**src/rtl/pktgen_pkg.sv**
```systemverilog
package pktgen_pkg;

    typedef enum logic [1:0] {
        PAT_CONST = 2'd0,
        PAT_INCR  = 2'd1,
        PAT_ALT   = 2'd2,
        PAT_DECR  = 2'd3
    } pat_mode_e;

    typedef enum logic [2:0] {
        SQ_IDLE = 3'd0,
        SQ_HDR  = 3'd1,
        SQ_PAY  = 3'd2,
        SQ_FCS  = 3'd3,
        SQ_GAP  = 3'd4
    } seq_st_e;

    localparam logic [7:0]  PREAMBLE_BYTE = 8'h55;
    localparam logic [7:0]  SFD_BYTE      = 8'hD5;
    localparam logic [4:0]  HDR_SFD_IDX   = 5'd7;
    localparam logic [4:0]  HDR_LAST_IDX  = 5'd21;
    localparam logic [31:0] CRC_POLY_REFL = 32'hEDB88320;

    // One byte of reflected CRC-32, least significant bit first
    function automatic logic [31:0] crc32_byte(input logic [31:0] c_in, input logic [7:0] b);
        logic [31:0] c;
        c = c_in ^ {24'h0, b};
        for (int i = 0; i < 8; i++) begin
            c = c[0] ? ((c >> 1) ^ CRC_POLY_REFL) : (c >> 1);
        end
        return c;
    endfunction

endpackage

```
**src/rtl/pktgen_payload.sv**
```systemverilog
module pktgen_payload
    import pktgen_pkg::*;
(
    input  logic [1:0] mode,
    input  logic [7:0] seed,
    input  logic [7:0] idx,
    output logic [7:0] pay_byte
);

    always_comb begin
        case (pat_mode_e'(mode))
            PAT_CONST: pay_byte = seed;
            PAT_INCR:  pay_byte = seed + idx;
            PAT_ALT:   pay_byte = idx[0] ? ~seed : seed;
            PAT_DECR:  pay_byte = seed - idx;
            default:   pay_byte = seed;
        endcase
    end

endmodule

```
**src/rtl/pktgen_ctrl.sv**
```systemverilog
module pktgen_ctrl #(
    parameter int PKT_LIMIT = 30_000_000
) (
    input  logic clk,
    input  logic rst_n,
    input  logic en_set,
    input  logic en_clr,
    input  logic continuous,
    input  logic frame_done,
    output logic enable_q,
    output logic enable_d
);

    localparam int CNT_W = $clog2(PKT_LIMIT + 1);
    localparam logic [CNT_W-1:0] CNT_LAST = CNT_W'(PKT_LIMIT - 1);

    typedef struct packed {
        logic             en;
        logic [CNT_W-1:0] cnt;
    } ctrl_t;

    ctrl_t q, d;

    always_comb begin
        d = q;
        if (en_clr) begin
            d.en = 1'b0;
        end else if (en_set && !q.en) begin
            d.en  = 1'b1;
            d.cnt = '0;
        end else if (frame_done && q.en && !continuous) begin
            if (q.cnt == CNT_LAST) begin
                d.en  = 1'b0;
                d.cnt = '0;
            end else begin
                d.cnt = q.cnt + 1'b1;
            end
        end
    end

    always_ff @(posedge clk) begin
        if (!rst_n) q <= '0;
        else        q <= d;
    end

    assign enable_q = q.en;
    assign enable_d = d.en;

    // a clear request always leaves the enable low
    a_r9_clear_wins: assert property (@(posedge clk) disable iff (!rst_n)
        en_clr |=> !enable_q);

    // the frame counter never reaches the limit value
    a_r10_cnt_range: assert property (@(posedge clk) disable iff (!rst_n)
        q.cnt < CNT_W'(PKT_LIMIT));

endmodule

```
**src/rtl/pktgen_seq.sv**
```systemverilog
module pktgen_seq
    import pktgen_pkg::*;
#(
    parameter int LEN_W = 16,
    parameter int GAP_W = 8
) (
    input  logic             clk,
    input  logic             rst_n,
    input  logic             run_now,
    input  logic             run_next,
    input  logic [47:0]      dst_addr,
    input  logic [47:0]      src_addr,
    input  logic [LEN_W-1:0] payload_len,
    input  logic [GAP_W-1:0] gap_len,
    input  logic [1:0]       pat_mode,
    input  logic [7:0]       pat_seed,
    input  logic             bad_fcs,
    output logic             tx_valid,
    output logic [7:0]       tx_data,
    output logic             tx_sof,
    output logic             tx_eof,
    output logic             frame_done,
    output logic             busy
);

    localparam logic [LEN_W-1:0] LEN_ONE = LEN_W'(1);

    typedef struct packed {
        seq_st_e          st;
        logic [4:0]       hidx;
        logic [LEN_W-1:0] pcnt;
        logic [1:0]       fidx;
        logic [GAP_W-1:0] gcnt;
        logic [31:0]      crc;
        logic [47:0]      da;
        logic [47:0]      sa;
        logic [LEN_W-1:0] len;
        logic [GAP_W-1:0] gap;
        logic [1:0]       mode;
        logic [7:0]       seed;
        logic             bad;
    } seq_t;

    seq_t q, d;

    logic [7:0]  hdr_byte, pay_byte, out_byte;
    logic [15:0] len_field;
    logic [2:0]  da_sel, sa_sel;
    logic [31:0] fcs_word;
    logic        start;

    pktgen_payload u_payload (
        .mode     (q.mode),
        .seed     (q.seed),
        .idx      (8'(q.pcnt)),
        .pay_byte (pay_byte)
    );

    // Header byte selection by header index
    always_comb begin
        len_field = 16'(q.len);
        da_sel    = 3'(5'd13 - q.hidx);
        sa_sel    = 3'(5'd19 - q.hidx);
        if (q.hidx < HDR_SFD_IDX)       hdr_byte = PREAMBLE_BYTE;
        else if (q.hidx == HDR_SFD_IDX) hdr_byte = SFD_BYTE;
        else if (q.hidx <= 5'd13)       hdr_byte = q.da[{da_sel, 3'b000} +: 8];
        else if (q.hidx <= 5'd19)       hdr_byte = q.sa[{sa_sel, 3'b000} +: 8];
        else if (q.hidx == 5'd20)       hdr_byte = len_field[15:8];
        else                            hdr_byte = len_field[7:0];
    end

    assign fcs_word = q.bad ? q.crc : ~q.crc;

    always_comb begin
        d          = q;
        start      = 1'b0;
        frame_done = 1'b0;
        out_byte   = 8'h00;
        case (q.st)
            SQ_IDLE: start = run_now;
            SQ_HDR: begin
                out_byte = hdr_byte;
                if (q.hidx > HDR_SFD_IDX) d.crc = crc32_byte(q.crc, hdr_byte);
                if (q.hidx == HDR_LAST_IDX) begin
                    d.st   = SQ_PAY;
                    d.pcnt = '0;
                end else begin
                    d.hidx = q.hidx + 5'd1;
                end
            end
            SQ_PAY: begin
                out_byte = pay_byte;
                d.crc    = crc32_byte(q.crc, pay_byte);
                if (q.pcnt == q.len - LEN_ONE) begin
                    d.st   = SQ_FCS;
                    d.fidx = 2'd0;
                end else begin
                    d.pcnt = q.pcnt + LEN_ONE;
                end
            end
            SQ_FCS: begin
                out_byte = fcs_word[{q.fidx, 3'b000} +: 8];
                if (q.fidx == 2'd3) begin
                    frame_done = 1'b1;
                    if (q.gap == '0) begin
                        if (run_next) start = 1'b1;
                        else          d.st  = SQ_IDLE;
                    end else begin
                        d.st   = SQ_GAP;
                        d.gcnt = q.gap - GAP_W'(1);
                    end
                end else begin
                    d.fidx = q.fidx + 2'd1;
                end
            end
            SQ_GAP: begin
                if (q.gcnt == '0) begin
                    if (run_now) start = 1'b1;
                    else         d.st  = SQ_IDLE;
                end else begin
                    d.gcnt = q.gcnt - GAP_W'(1);
                end
            end
            default: d.st = SQ_IDLE;
        endcase
        if (start) begin
            d.st   = SQ_HDR;
            d.hidx = 5'd0;
            d.crc  = '1;
            d.da   = dst_addr;
            d.sa   = src_addr;
            d.len  = (payload_len == '0) ? LEN_ONE : payload_len;
            d.gap  = gap_len;
            d.mode = pat_mode;
            d.seed = pat_seed;
            d.bad  = bad_fcs;
        end
    end

    always_ff @(posedge clk) begin
        if (!rst_n) q <= '0;
        else        q <= d;
    end

    assign tx_valid = (q.st == SQ_HDR) || (q.st == SQ_PAY) || (q.st == SQ_FCS);
    assign tx_data  = out_byte;
    assign tx_sof   = (q.st == SQ_HDR) && (q.hidx == 5'd0);
    assign tx_eof   = (q.st == SQ_FCS) && (q.fidx == 2'd3);
    assign busy     = (q.st != SQ_IDLE);

    // no hole inside a frame and no second start before the end
    a_r2_contiguous: assert property (@(posedge clk) disable iff (!rst_n)
        (tx_valid && !tx_eof) |=> (tx_valid && !tx_sof));

    // a frame begins only after idle or right after an end
    a_r2_sof_clean: assert property (@(posedge clk) disable iff (!rst_n)
        tx_sof |-> $past(!tx_valid || tx_eof));

    // a nonzero gap leaves the line idle right after the end
    a_r6_gap_idle: assert property (@(posedge clk) disable iff (!rst_n)
        (tx_eof && q.gap != '0) |=> !tx_valid);

endmodule

```
**src/rtl/eth_test_pktgen.sv**
```systemverilog
module eth_test_pktgen #(
    parameter int PKT_LIMIT = 30_000_000,
    parameter int LEN_W     = 16,
    parameter int GAP_W     = 8
) (
    input  logic             clk,
    input  logic             rst_n,
    input  logic             en_set,
    input  logic             en_clr,
    input  logic             continuous,
    input  logic             bad_fcs,
    input  logic             block_rx,
    input  logic [47:0]      dst_addr,
    input  logic [47:0]      src_addr,
    input  logic [LEN_W-1:0] payload_len,
    input  logic [GAP_W-1:0] gap_len,
    input  logic [1:0]       pat_mode,
    input  logic [7:0]       pat_seed,
    output logic             tx_valid,
    output logic [7:0]       tx_data,
    output logic             tx_sof,
    output logic             tx_eof,
    output logic             gen_en,
    output logic             busy,
    output logic             rx_blocked
);

    logic enable_q, enable_d, frame_done;

    pktgen_ctrl #(.PKT_LIMIT(PKT_LIMIT)) u_ctrl (
        .clk        (clk),
        .rst_n      (rst_n),
        .en_set     (en_set),
        .en_clr     (en_clr),
        .continuous (continuous),
        .frame_done (frame_done),
        .enable_q   (enable_q),
        .enable_d   (enable_d)
    );

    pktgen_seq #(.LEN_W(LEN_W), .GAP_W(GAP_W)) u_seq (
        .clk         (clk),
        .rst_n       (rst_n),
        .run_now     (enable_q),
        .run_next    (enable_d),
        .dst_addr    (dst_addr),
        .src_addr    (src_addr),
        .payload_len (payload_len),
        .gap_len     (gap_len),
        .pat_mode    (pat_mode),
        .pat_seed    (pat_seed),
        .bad_fcs     (bad_fcs),
        .tx_valid    (tx_valid),
        .tx_data     (tx_data),
        .tx_sof      (tx_sof),
        .tx_eof      (tx_eof),
        .frame_done  (frame_done),
        .busy        (busy)
    );

    assign gen_en     = enable_q;
    assign rx_blocked = block_rx && (enable_q || busy);

    // a frame starts only with the enable set now or one cycle earlier
    a_r7_sof_needs_enable: assert property (@(posedge clk) disable iff (!rst_n)
        tx_sof |-> (gen_en || $past(gen_en)));

endmodule

```
**config.mk**
```make
export PLATFORM = sky130hd
export DESIGN_NAME = eth_test_pktgen
export DESIGN_NICKNAME = d
export VERILOG_FILES = /design/src/rtl/pktgen_pkg.sv /design/src/rtl/pktgen_payload.sv /design/src/rtl/pktgen_ctrl.sv /design/src/rtl/pktgen_seq.sv /design/src/rtl/eth_test_pktgen.sv
export SDC_FILE = /design/constraint.sdc
export NUM_CORES = 1
export LEC_CHECK = 0
export BUFFER_PORTS_ARGS = -buffer_cell sky130_fd_sc_hd__buf_4
export CORE_UTILIZATION = 30
export CTS_BUF_LIST = sky130_fd_sc_hd__clkbuf_2
export DETAILED_ROUTE_END_ITERATION = 10
export PLACE_DENSITY = 0.51
export SYNTH_ARGS = -nofsm -noshare
export SYNTH_HDL_FRONTEND = slang
export SYNTH_HIERARCHICAL = 1
export SYNTH_SLANG_ARGS = --single-unit
```
**constraint.sdc**
```tcl
create_clock -name clk -period 4.2 [get_ports clk]
set_input_delay 0.21 -clock clk [delete_from_list [all_inputs] [get_ports clk]]
set_output_delay 0.21 -clock clk [all_outputs]
set_load 0.01 [all_outputs]
```
Word level (Yosys, flattened, before mapping)
Index checks and enable logic that the tools add are counted.
{ "classes": {"bitwise": 24, "n_mux": 63, "reduce_logical": 32, "n_eq_ne": 31, "shifts": 3, "n_lt_le_gt_ge": 4, "addsub": 11} }
{ "ops": {"columns": ["operator", "n"], "rows": [
  ["$mux 32", 18],
  ["$not 13->14", 16],
  ["$mux 163", 1],
  ["$shiftx 48x7->8", 2],
  ["$mux 8", 9],
  ["$pmux 32 s2", 1],
  ["$xor 32x8->32", 2],
  ["$mux 26", 2],
  ["$mux 16", 3],
  ["$not 32->32", 1],
  ["$pmux 16 s2", 1],
  ["$pmux 8 s4", 1],
  ["$shiftx 32x6->8", 1],
  ["$add 25x1->25 const B", 1],
  ["$eq 25x25->1 const B", 1],
  ["$mux 25", 1],
  ["$pmux 8 s3", 1],
  ["$mux 3", 7],
  ["$add 16x1->16 const B", 1],
  ["$eq 16x16->1", 1],
  ["$logic_not 16->1", 1],
  ["$logic_not 8->1", 2],
  ["$pmux 8 s2", 1],
  ["$sub 16x1->16 const B", 1],
  ["other kinds (46)", 92]
]} }
{ "word_totals": {"elab_cells": 184, "output_inout_bits": 14, "inputBits": 137, "reg_bits": 223} }

Longest topological paths before layout
Gate-level depths: netlist (run 1).
{ "logic_depth": {"word_depth": 26, "depth_mapped": 19, "ltp_nobuf": 19} }

By module
The synthesis (run 1) kept the hierarchy.
{ "modules_own_cells": {"columns": ["module", "instances", "area_per_inst_um2", "seq_area_each_um2", "cells_each"], "rows": [
  ["pktgen_seq", 1, 11327.1, 3943.8, 1393],
  ["pktgen_ctrl", 1, 1501.4, 520.5, 182],
  ["pktgen_payload", 1, 586.8, 0.0, 82],
  ["eth_test_pktgen", 1, 7.5, 0.0, 1]
]} }

Worst setup path before layout (run 1)
OpenSTA, ideal clock, no wires.
{ "synth_path": {"path_type": "reg-to-reg", "startpoint": "register u_seq/q[173] (netlist name)", "endpoint": "register u_seq/q[151] (netlist name)", "period_less_slack_ns": 3.958, "required_time_ns": 4.130, "stages_incl_launch_ff": 20, "slack_ns": 0.242, "setup_time_ns": 0.070, "arrival_ns": 3.888, "path_buffers": 0, "cell_sequence": "dfxtp_1 > inv_1 > ha_1 > nand2b_1 > o41ai_1 > xor2_1 > ha_1 > a21o_1 > a31o_1 > a21oi_1 > xnor2_1 > a21oi_1 > xnor2_1 > xnor2_1 > xnor2_1 > xor2_1 > xnor2_1 > nor2_1 > a211o_1 > a21oi_1"} }
{ "synth_between": {"word_cells_on_any_way": 21, "cone_classes": "add/sub (2); mux (12); bitwise (7)"} }
{ "synth_lines": {"columns": ["element", "line_no", "source"], "rows": [
  ["from (decl)", "pktgen_seq.sv:44", "seq_t q, d;"],
  ["from (signal assigned)", "pktgen_seq.sv:141", "if (!rst_n) q <= '0;"],
  ["from (signal assigned)", "pktgen_seq.sv:142", "else q <= d;"],
  ["$sub 8x8->8 (tied with other cells)", "pktgen_payload.sv:15", "PAT_DECR: pay_byte = seed - idx;"],
  ["$pmux 8 s4 *", "pktgen_payload.sv:11", "case (pat_mode_e'(mode))"],
  ["net u_seq.pay_byte[7]", "pktgen_seq.sv:46", "logic [7:0] hdr_byte, pay_byte, out_byte;"],
  ["$xor 32x8->32 *", "pktgen_pkg.sv:27", "c = c_in ^ {24'h0, b};"],
  ["$mux 32 *", "pktgen_pkg.sv:29", "c = c[0] ? ((c >> 1) ^ CRC_POLY_REFL) : (c >> 1);"],
  ["$not 13->14 (no line)", null, null],
  ["$mux 32 * (7 in series)", "pktgen_pkg.sv:29", null],
  ["$pmux 32 s2 *", "pktgen_seq.sv:79", "case (q.st)"],
  ["$mux 163 *", "pktgen_seq.sv:126", "if (start) begin"]
]} }
Mark *: on every way through the listed nets, which the timed path passes. The rest lies on a longest branch.
A chain may end at the register's enable or synchronous reset.

Final worst setup path (run 1)
{ "layout_path": {"startpoint": "register u_seq/q[174] (netlist name)", "endpoint": "output tx_data[6]"} }
{ "layout_between": {"elab_chain_cells": 3, "word_cells_on_any_way": 4, "cone_classes": "add/sub (2); mux (2)"} }
{ "layout_rtl": {"columns": ["element", "line_no", "source"], "rows": [
  ["$sub 8x8->8 or $add 8x8->8 (tied branches)", "pktgen_payload.sv:15, pktgen_payload.sv:13", null],
  ["$pmux 8 s4 *", "pktgen_payload.sv:11", null],
  ["net u_seq.pay_byte[6]", "pktgen_seq.sv:46", null],
  ["$pmux 8 s3 *", "pktgen_seq.sv:79", null],
  ["to (decl)", "eth_test_pktgen.sv:20", "output logic [7:0] tx_data,"]
]} }
Marks and branches as above.

==> results.cfg, run 1 <==
[run_status]
status = finished, final reports clean

[floorplan]
dieArea_mm2 = 0.04559
core_area_mm2 = 0.04422
num_rows = 77
die_h_um = 213.5
ios = 151
initial_core_util_pct = 30.35
fp.dieW_um = 213.5

[timing]
max_slew_margin_pct = 42.58
worst_slack_ns = 0.1678
setup_violations = 0
skew_ns = 0.07248
final.min_clock_period_ns = 4.032
max_freq_mhz = 248.0
worstMarginPinSlew_ns = 0.8547
holdWs_ns = 0.1237
finalCritPeriodShare_pct = 96.01
slew_violations = 0
hold_viol_final = 0
setup_tns_ns = 0
rsz0062_at_grt = true

[cells_and_area]
final_common_cell = nand2_1
nets = 2245
most-common-layout-cells = 329 x nand2_1, 267 x dlygate4sd3_1, 221 x dfxtp_1
syn_to_final_growth_pct = 37.43
drive_above_1_share_pct = 17.26
fin_cells = 2718
fillers = 4389
finish.utilization_pct = 41.72
final_area_mm2 = 0.01845

[drt]
wire_per_inst_um = 16.75
viasPerCell = 5.035
antenna_left = 0
wl_um = 45540
drt_iter0_drc = 800
drc = 0
firstDrtPassIters = 5
vias = 13685

[clocking]
root_buffer = clkbuf_2
cts.clk_slew.worst_paths_ns = 0.07
cts.path.max_buffers = 3
cts_made_buffers = 67
clk_latency_ns = 0.99
htree_levels = 3
tritoncts = yes
clock_sinks = 223

[place]
place_inst = 2337
place_ws_ns = 0.1919
io_buffers = 150
placed_area_mm2 = 0.01512
place_hpwl_um = 29910
gp_congestion = 0.9242

[pwr]
powerDensity_mw_per_mm2 = 273.5
power_mw = 5.046
p_leak_nw = 6.896
peakVddDrop_mv = 0.1579

[setup_path]
cp.required_ns = 3.99
cp.arrival_ns = 3.82
slowest_stage = nor4_1
cpPeakStageDelay_ns = 0.43
endpoint_kind = output pin
worst-setup-path-type = register to output pin
startpoint_type = register
crit_path_cell_trace = buf_4, or3_4, nand2_1, xor2_1, ha_1, o21a_1, o21a_1, nor4_1, nor3_2, a221o_1, buf_4
cp_max_fo = 5

[grt]
grt_pass1_vias = 13649
antenna_found_initial = 2
grt_max_degree = 107
grt_usage_pct = 20.07
grt_pass1_wl_um = 72060
overflow = 0

[hold_path]
hold_path_class = input pin to register

[logic_synthesis]
netlist_area_mm2 = 0.01342
netlist_instances = 1658
synthFlopType = dfxtp_1
synth_edf_count = 0
yosysSeqAreaShare_pct = 33.26
yosysUniqueCellTypes = 94
synth.avg_cell_area_um2 = 8.096
syn_nets = 1816
synth_seq_cells = 223
ys_async_sr_fraction_pct = 0
yosysWarnings = 6

[flow_run]
drv_cap = 0
-- cells in the mapped netlist, types with 9 or more instances --
cell	count	area share [%]
xnor2_1	107	7.0
nand3_1	28	1.0
and3_1	13	0.61
xor2_1	76	5.0
o21ai_0	52	1.9
nand2b_1	11	0.51
a31oi_1	11	0.51
mux2i_1	51	3.8
and2_1	10	0.47
o211ai_1	22	1.2
nand2_1	330	9.2
o221ai_1	20	1.3
ha_1	20	1.9
a221o_1	10	0.75
nor4_1	17	0.79
dfxtp_1	223	33
clkbuf_1	74	2.1
inv_1	22	0.62
nor2_1	94	2.6
nand4_1	17	0.79
a21oi_1	208	7.8
nor3_1	20	0.75
mux4_2	9	1.5
o22ai_1	18	0.84
-- cell families after synthesis --
| logic type | after synthesis | share of synthesized area (%) |
|---|---|---|
| DFF | 223 | 33.26 |
| adders and majority gates | 21 | 2.013 |
| buffers and inverters | 126 | 4.623 |
| AOI/OAI and AO/OA | 420 | 19.58 |
| xor gates and xnor gates | 192 | 13.16 |
| muxes | 68 | 6.012 |
| and+or+nand+nor | 608 | 21.36 |
-- power breakdown --
part           leakage [nW]  internal, mW  switching [mW]  total [mW]
Combinational          4.68         0.622           0.587        1.21
Clock                 0.403         0.577            1.00        1.58
Sequential             1.81          2.18          0.0745        2.26
Total                  6.90          3.38            1.66        5.05
-- layout make-up --
cell class | count | area, um^2 | share of cell area, %
flip-flops and latches | 223 | 4469 | 24.23
inverters | 23 | 88.84 | 0.4816
clock buffers | 91 | 455.4 | 2.469
multi-input cells | 1309 | 8433 | 45.71
clock inverters | 12 | 62.56 | 0.3391
repair buffers | 463 | 4185 | 22.69
diodes | 5 | 12.51 | 0.06782
well taps | 592 | 740.7 | 4.015
-- final timing paths --
check | depth (start not counted) | start | slack (ns) | endpoint
hold / removal | 4 | payload_len[13] | 0.12 | u_seq/len_field[13]$_SDFFE_PN0P_
setup reg to reg | 19 | u_seq/q[174]$_SDFFE_PN0P_ | 0.33 | u_seq/q[151]$_SDFFE_PN0P_
setup / recovery | 11 | u_seq/q[174]$_SDFFE_PN0P_ | 0.17 | tx_data[6]
hold reg to reg | 2 | u_seq/q[76]$_SDFFE_PN0P_ | 0.45 | u_seq/q[76]$_SDFFE_PN0P_
-- flip-flops by register name (all words and copies together) (netlist names) --
signal	cells
u_seq/q	181
u_ctrl/q	25
u_seq/len_field	16
u_ctrl/enable_q	1
-- routing by layer --
layer  global-route usage (%)  share of wire (%)  routed length, um  vias to the layer above
li1                         -                  -                  -                     6714
met1                    24.89                 45              20400                     6524
met2                    34.45                 48              21950                      356
met3                    4.013                4.3               1937                       91
met4                    6.921                2.7               1248                        0
met5                        0                  0                  0                        -
-- critical path: cells and delay by family, from the launching register on --
family	cells	cell delay, ns
compound gates	3	0.73
fa+ha+maj	1	0.30
buf+inv	2	0.32
xor+xnor	1	0.16
flops	1	0.35
simple gates	4	1.06
-- timing repair --
item,CTS,global route
hold buffers,267,0
hold endpoints to repair,196,0
endpoints found under the setup margin,1,8
pin swaps,6,3
gates resized for setup,10,8
buffers inserted,4,2
No activity file was read; power rests on OpenSTA's default activity.
==> run 2, diff against run 1 <==
- CORE_MARGIN: default -> 4
- CTS_BUF_LIST: sky130_fd_sc_hd__clkbuf_2 -> sky130_fd_sc_hd__clkbuf_8
- SYNTH_HIERARCHICAL: 1 -> default
==> results.cfg, run 2 <==
[cells_and_area]
drive_above_1_share_pct = 17.31
finish.utilization_pct = 39.44
nets = 2088
fillers = 4526
most-common-layout-cells = 347 x nand2_1, 220 x dfxtp_1, 198 x a21oi_1
syn_to_final_growth_pct = 29.43
regMostFlops = u_seq.q
antennaDiodeCount = 0
final_common_cell = nand2_1
largest_register_ffs = 181
fin_cells = 2556

[timing]
skew_ns = 0.04038
setup_violations = 0
max_freq_mhz = 258.3
max_slew_margin_pct = 32.39
final.min_clock_period_ns = 3.872
holdWs_ns = 0.04926
finalCritPeriodShare_pct = 92.19
rsz0062_at_grt = false
setup_tns_ns = 0
slew_violations = 0
worstMarginPinSlew_ns = 1.014
hold_viol_final = 0

[pwr]
peakVddDrop_mv = 0.2207
p_leak_nw = 6.429
powerDensity_mw_per_mm2 = 362.5

[grt]
antenna_found_initial = 0
overflow = 0
grt_usage_pct = 18.17
grt_max_degree = 150
grt_pass1_vias = 13092
grt_pass1_wl_um = 70780

[logic_synthesis]
synth.avg_cell_area_um2 = 8.085
synthFlopType = dfxtp_1
yosysWarnings = 0
yosysSeqAreaShare_pct = 32.99
synth_top_area_share_pct = 32.99
netlist_instances = 1674
ys_async_sr_fraction_pct = 0
syn_nets = 1831
synth.most_common_cell = nand2_1
yosys-top-cells-count = 347 x nand2_1, 223 x dfxtp_1, 199 x a21oi_1
netlist_area_mm2 = 0.01353
synth_edf_count = 0
yosysUniqueCellTypes = 95
synth_seq_cells = 223
synthTopCellsByArea = dfxtp_1 33%, nand2_1 9.6%, xnor2_1 7.6%, a21oi_1 7.4%, xor2_1 4.1%
yosysTopAreaCell = dfxtp_1

[floorplan]
ios = 151
fp.dieW_um = 220.4
initial_core_util_pct = 30.47
num_rows = 77
die_h_um = 220.4
core_area_mm2 = 0.04441
dieArea_mm2 = 0.04858

[place]
io_buffers = 150
gp_congestion = 0.8938
place_inst = 2347
place_hpwl_um = 31520

[setup_path]
endpoint_kind = register
cp.required_ns = 4.69
cp_max_fo = 6
cp.arrival_ns = 4.37
startpoint_type = register
worst-setup-path-type = register to register

[clocking]
clk_latency_ns = 0.61
tritoncts = yes
cts_made_buffers = 43
cts.path.max_buffers = 3
root_buffer = clkbuf_8
clock_sinks = 223
cts.clk_slew.worst_paths_ns = 0.06
htree_levels = 2

[drt]
wl_um = 44560
vias = 12876
antenna_left = 0
maxUsedRoutingLayer = met4
drc = 0
dr_wl_met2_um = 20130
wl_met3_um = 2634
wl_met1_um = 20540
firstDrtPassIters = 5
viasPerCell = 5.038
drt_iter0_drc = 802
wire_per_inst_um = 17.43

[run_status]
status = finished, final reports clean

[flow_run]
drv_cap = 0

[hold_path]
hold_path_class = input pin to register
[run 2: changes by cell type after synthesis, sizes merged, moves of 11 or more]
cell and change:
buf +11, o22ai -15, nand2 +18, xor2 -13, mux2i -25, nor2 +20, xnor2 +18, o211ai -16
[run 2: power breakdown]
| group | internal, mW | leakage (nW) | total (mW) | switching [mW] |
|---|---|---|---|---|
| registers | 2.21 | 1.81 | 2.33 | 0.114 |
| clock network | 1.26 | 0.509 | 2.26 | 1.00 |
| logic | 0.830 | 4.11 | 1.76 | 0.931 |
[run 2: critical path: stages, from the launching register on]
cell      delay [ns]
dfxtp_1         0.32
inv_1           0.07
ha_1            0.22
nor2_1          0.13
xnor2_1         0.14
ha_1            0.29
nor2b_1         0.16
o2111a_1        0.24
or4_1           0.46
a31oi_1         0.36
xnor2_2         0.22
xnor2_4         0.22
xnor2_2         0.37
mux2i_1         0.23
a21oi_1         0.08
o31ai_1         0.27
[run 2: per-layer routing]
| layer | track usage [%] | vias to the layer above |
|---|---|---|
| met5 | 0 | - |
| met2 | 29.42 | 335 |
| met3 | 3.790 | 83 |
| met1 | 24.16 | 6089 |
| li1 | - | 6369 |
| met4 | 6.154 | 0 |
[run 2: cell families after synthesis]
family | synth area share [%]
AO/OA/AOI/OAI | 19.13
multiplexers | 6.166
AND/OR/NAND/NOR | 21.00
flip-flops | 32.99
XOR/XNOR | 14.37
buffers and inverters | 4.447
adder cells (fa/ha/maj) | 1.904
[run 2: per-stage QoR]
step | power [mW] | instance area (um^2) | worst slack [ns]
CTS | 6.433 | 17500 | 0.1230
global placement | 4.008 | 15290 | 0.3139
global route | 6.703 | 17520 | 0.006783
finish | 6.350 | 17520 | 0.3282
detailed placement | 4.012 | 15290 | 0.2879
floorplan | 3.524 | 13530 | 0.3219
[run 2: worst paths after layout]
| path | from | endpoint | slack, ns | depth (start not counted) |
|---|---|---|---|---|
| min | en_clr | u_ctrl.enable_q$_SDFF_PN0_ | 0.05 | 3 |
| min reg2reg | u_seq.q[83]$_SDFFE_PN0P_ | u_seq.q[83]$_SDFFE_PN0P_ | 0.45 | 2 |
| max | u_seq.q[173]$_SDFFE_PN0P_ | u_seq.q[154]$_SDFFE_PN0P_ | 0.33 | 15 |
| max reg2reg | u_seq.q[173]$_SDFFE_PN0P_ | u_seq.q[154]$_SDFFE_PN0P_ | 0.33 | 15 |
[run 2: cell type report]
type,instances,area [um^2],share of cell area [%]
clock inverter,26,183.9,1.050
tap,592,740.7,4.229
clock buffer,52,715.7,4.086
inverter,22,85.08,0.4857
sequential,223,4468,25.51
multi-input combinational,1314,8503,48.54
timing repair buffer,327,2820,16.10
[run 2: timing repair]
| item | 4_1_cts | 5_1_grt |
|---|---|---|
| buffers inserted | 0 | 0 |
| hold buffers | 131 | 0 |
| endpoints found under the setup margin | 0 | 2 |
| gates resized for setup | 0 | 5 |
| endpoints found under the hold margin | 131 | 0 |
==> run 3, diff against run 2 <==
- clock period: 4.2 -> 3.19 ns (I/O delays scaled with it)
==> results.cfg, run 3 (same netlist as run 2, synthesis figures left out) <==
[timing]
rsz0062_at_grt = true
worst_slack_ns = -0.2873
holdWs_ns = 0.05440
max_freq_mhz = 287.6
hold_viol_final = 0
setup_tns_ns = -3.626
slew_violations = 0
worstMarginPinSlew_ns = 0.8228
finalCritPeriodShare_pct = 109.0
skew_ns = 0.03895
max_slew_margin_pct = 45.02
setup_violations = 25
final.min_clock_period_ns = 3.477

[cells_and_area]
fin_cells = 2721
largest_register_ffs = 181
final_area_mm2 = 0.02008
nets = 2253
fillers = 4285
final_common_cell = nand2_1
finish.utilization_pct = 45.21
drive_above_1_share_pct = 29.31
regMostFlops = u_seq.q
antennaDiodeCount = 0
most-common-layout-cells = 344 x nand2_1, 328 x buf_4, 215 x dfxtp_1
syn_to_final_growth_pct = 48.37

[drt]
viasPerCell = 5.006
drt_iter0_drc = 843
vias = 13622
wl_um = 48290
firstDrtPassIters = 5
drc = 0
wire_per_inst_um = 17.75
antenna_left = 0

[clocking]
clock_sinks = 223
tritoncts = yes
cts.clk_slew.worst_paths_ns = 0.06
cts_made_buffers = 44
root_buffer = clkbuf_8
cts.path.max_buffers = 3
clk_latency_ns = 0.62
htree_levels = 2

[setup_path]
cpLargestDelayFamily = XOR/XNOR gates
endpoint_kind = register
path_buf_inv = 2
crit_path_cell_trace = inv_4, ha_4, nand2_2, o21ai_2, buf_4, fa_2, nand2_1, o21ai_1, xnor2_2, xor2_2, xor3_2, xnor2_1, xnor2_2, a221oi_2, a31o_1
cpPeakStageDelay_ns = 0.55
cp.arrival_ns = 3.98
slowest_stage = xor3_2
startpoint_type = register
cp.required_ns = 3.69
cp_max_fo = 5
path_common_cell = xnor2_2
worst-setup-path-type = register to register

[grt]
grt_pass1_wl_um = 75560
grt_pass1_vias = 13590
overflow = 0
grt_usage_pct = 19.58
grt_max_degree = 99
antenna_found_initial = 0

[place]
placed_area_mm2 = 0.01668
place_hpwl_um = 34430
io_buffers = 150
place_inst = 2487
gp_congestion = 0.9102

[floorplan]
initial_core_util_pct = 30.47
fp.dieW_um = 220.4
core_area_mm2 = 0.04441
num_rows = 77
ios = 151
dieArea_mm2 = 0.04858
die_h_um = 220.4

[pwr]
p_leak_nw = 7.651
peakVddDrop_mv = 0.2714
powerDensity_mw_per_mm2 = 479.1

[flow_run]
drv_cap = 0

[run_status]
violations = setup timing
status = finished, violations left

[hold_path]
hold_path_class = input pin to register
==> run 3: routing by layer <==
layer  vias up  share of wire [%]  GRT usage [%]
met5         -                  0              0
met4         0                2.7          6.217
met2       348                 47          32.56
met3        84                4.9          3.680
met1      6500                 45          25.78
li1       6690                  -              -
==> run 3: worst paths after layout <==
kind	start	end	slack (ns)	cells after the start
setup / recovery	u_seq.q[173]$_SDFFE_PN0P_	u_seq.q[151]$_SDFFE_PN0P_	-0.29	15
hold / removal	en_clr	u_ctrl.enable_q$_SDFF_PN0_	0.05	4
setup reg to reg	u_seq.q[173]$_SDFFE_PN0P_	u_seq.q[151]$_SDFFE_PN0P_	-0.29	15
hold reg to reg	u_seq.q[92]$_SDFFE_PN0P_	u_seq.q[92]$_SDFFE_PN0P_	0.45	2
==> run 3: layout make-up <==
| cell class | instances | area [um^2] | share of cell area [%] |
|---|---|---|---|
| clock buffers | 58 | 798.3 | 3.975 |
| clock inverters | 21 | 219.0 | 1.090 |
| inverters | 22 | 93.84 | 0.4673 |
| multi-input cells | 1314 | 9493 | 47.27 |
| flip-flops and latches | 223 | 4487 | 22.34 |
| well taps | 592 | 740.7 | 3.689 |
| repair buffers | 491 | 4249 | 21.16 |
==> run 3: repair_timing <==
| action | 4_1_cts | 5_1_grt |
|---|---|---|
| cloned | 1 | 0 |
| pin swaps | 28 | 50 |
| gates resized for setup | 71 | 83 |
| hold buffers | 132 | 0 |
| endpoints found under the setup margin | 36 | 61 |
| buffers inserted | 12 | 15 |
| endpoints found under the hold margin | 133 | 0 |
==> run 3: report_power, final <==
part           internal, mW  switching, mW
combinational          1.69           1.53
sequential             2.91          0.163
clock                  1.97           1.37
total                  6.56           3.06
==> run 3: worst reg2reg max path: cells and delay by family (launching register included) <==
kind	cells	cell delay, ns
adders and majority gates	2	0.75
buffers and inverters	2	0.18
and+or+nand+nor	2	0.11
DFF	1	0.37
AOI/OAI and AO/OA	4	0.56
xor gates and xnor gates	5	1.40
==> run 3: metrics by stage <==
| step | setup slack [ns] | total power, mW |
|---|---|---|
| after detailed placement | -0.2805 | 5.688 |
| after global placement | -0.2054 | 5.684 |
| after CTS | -0.2493 | 9.385 |
| final | -0.2873 | 9.621 |
| after global routing | -0.4554 | 10.07 |
| after floorplan | -0.1735 | 4.738 |
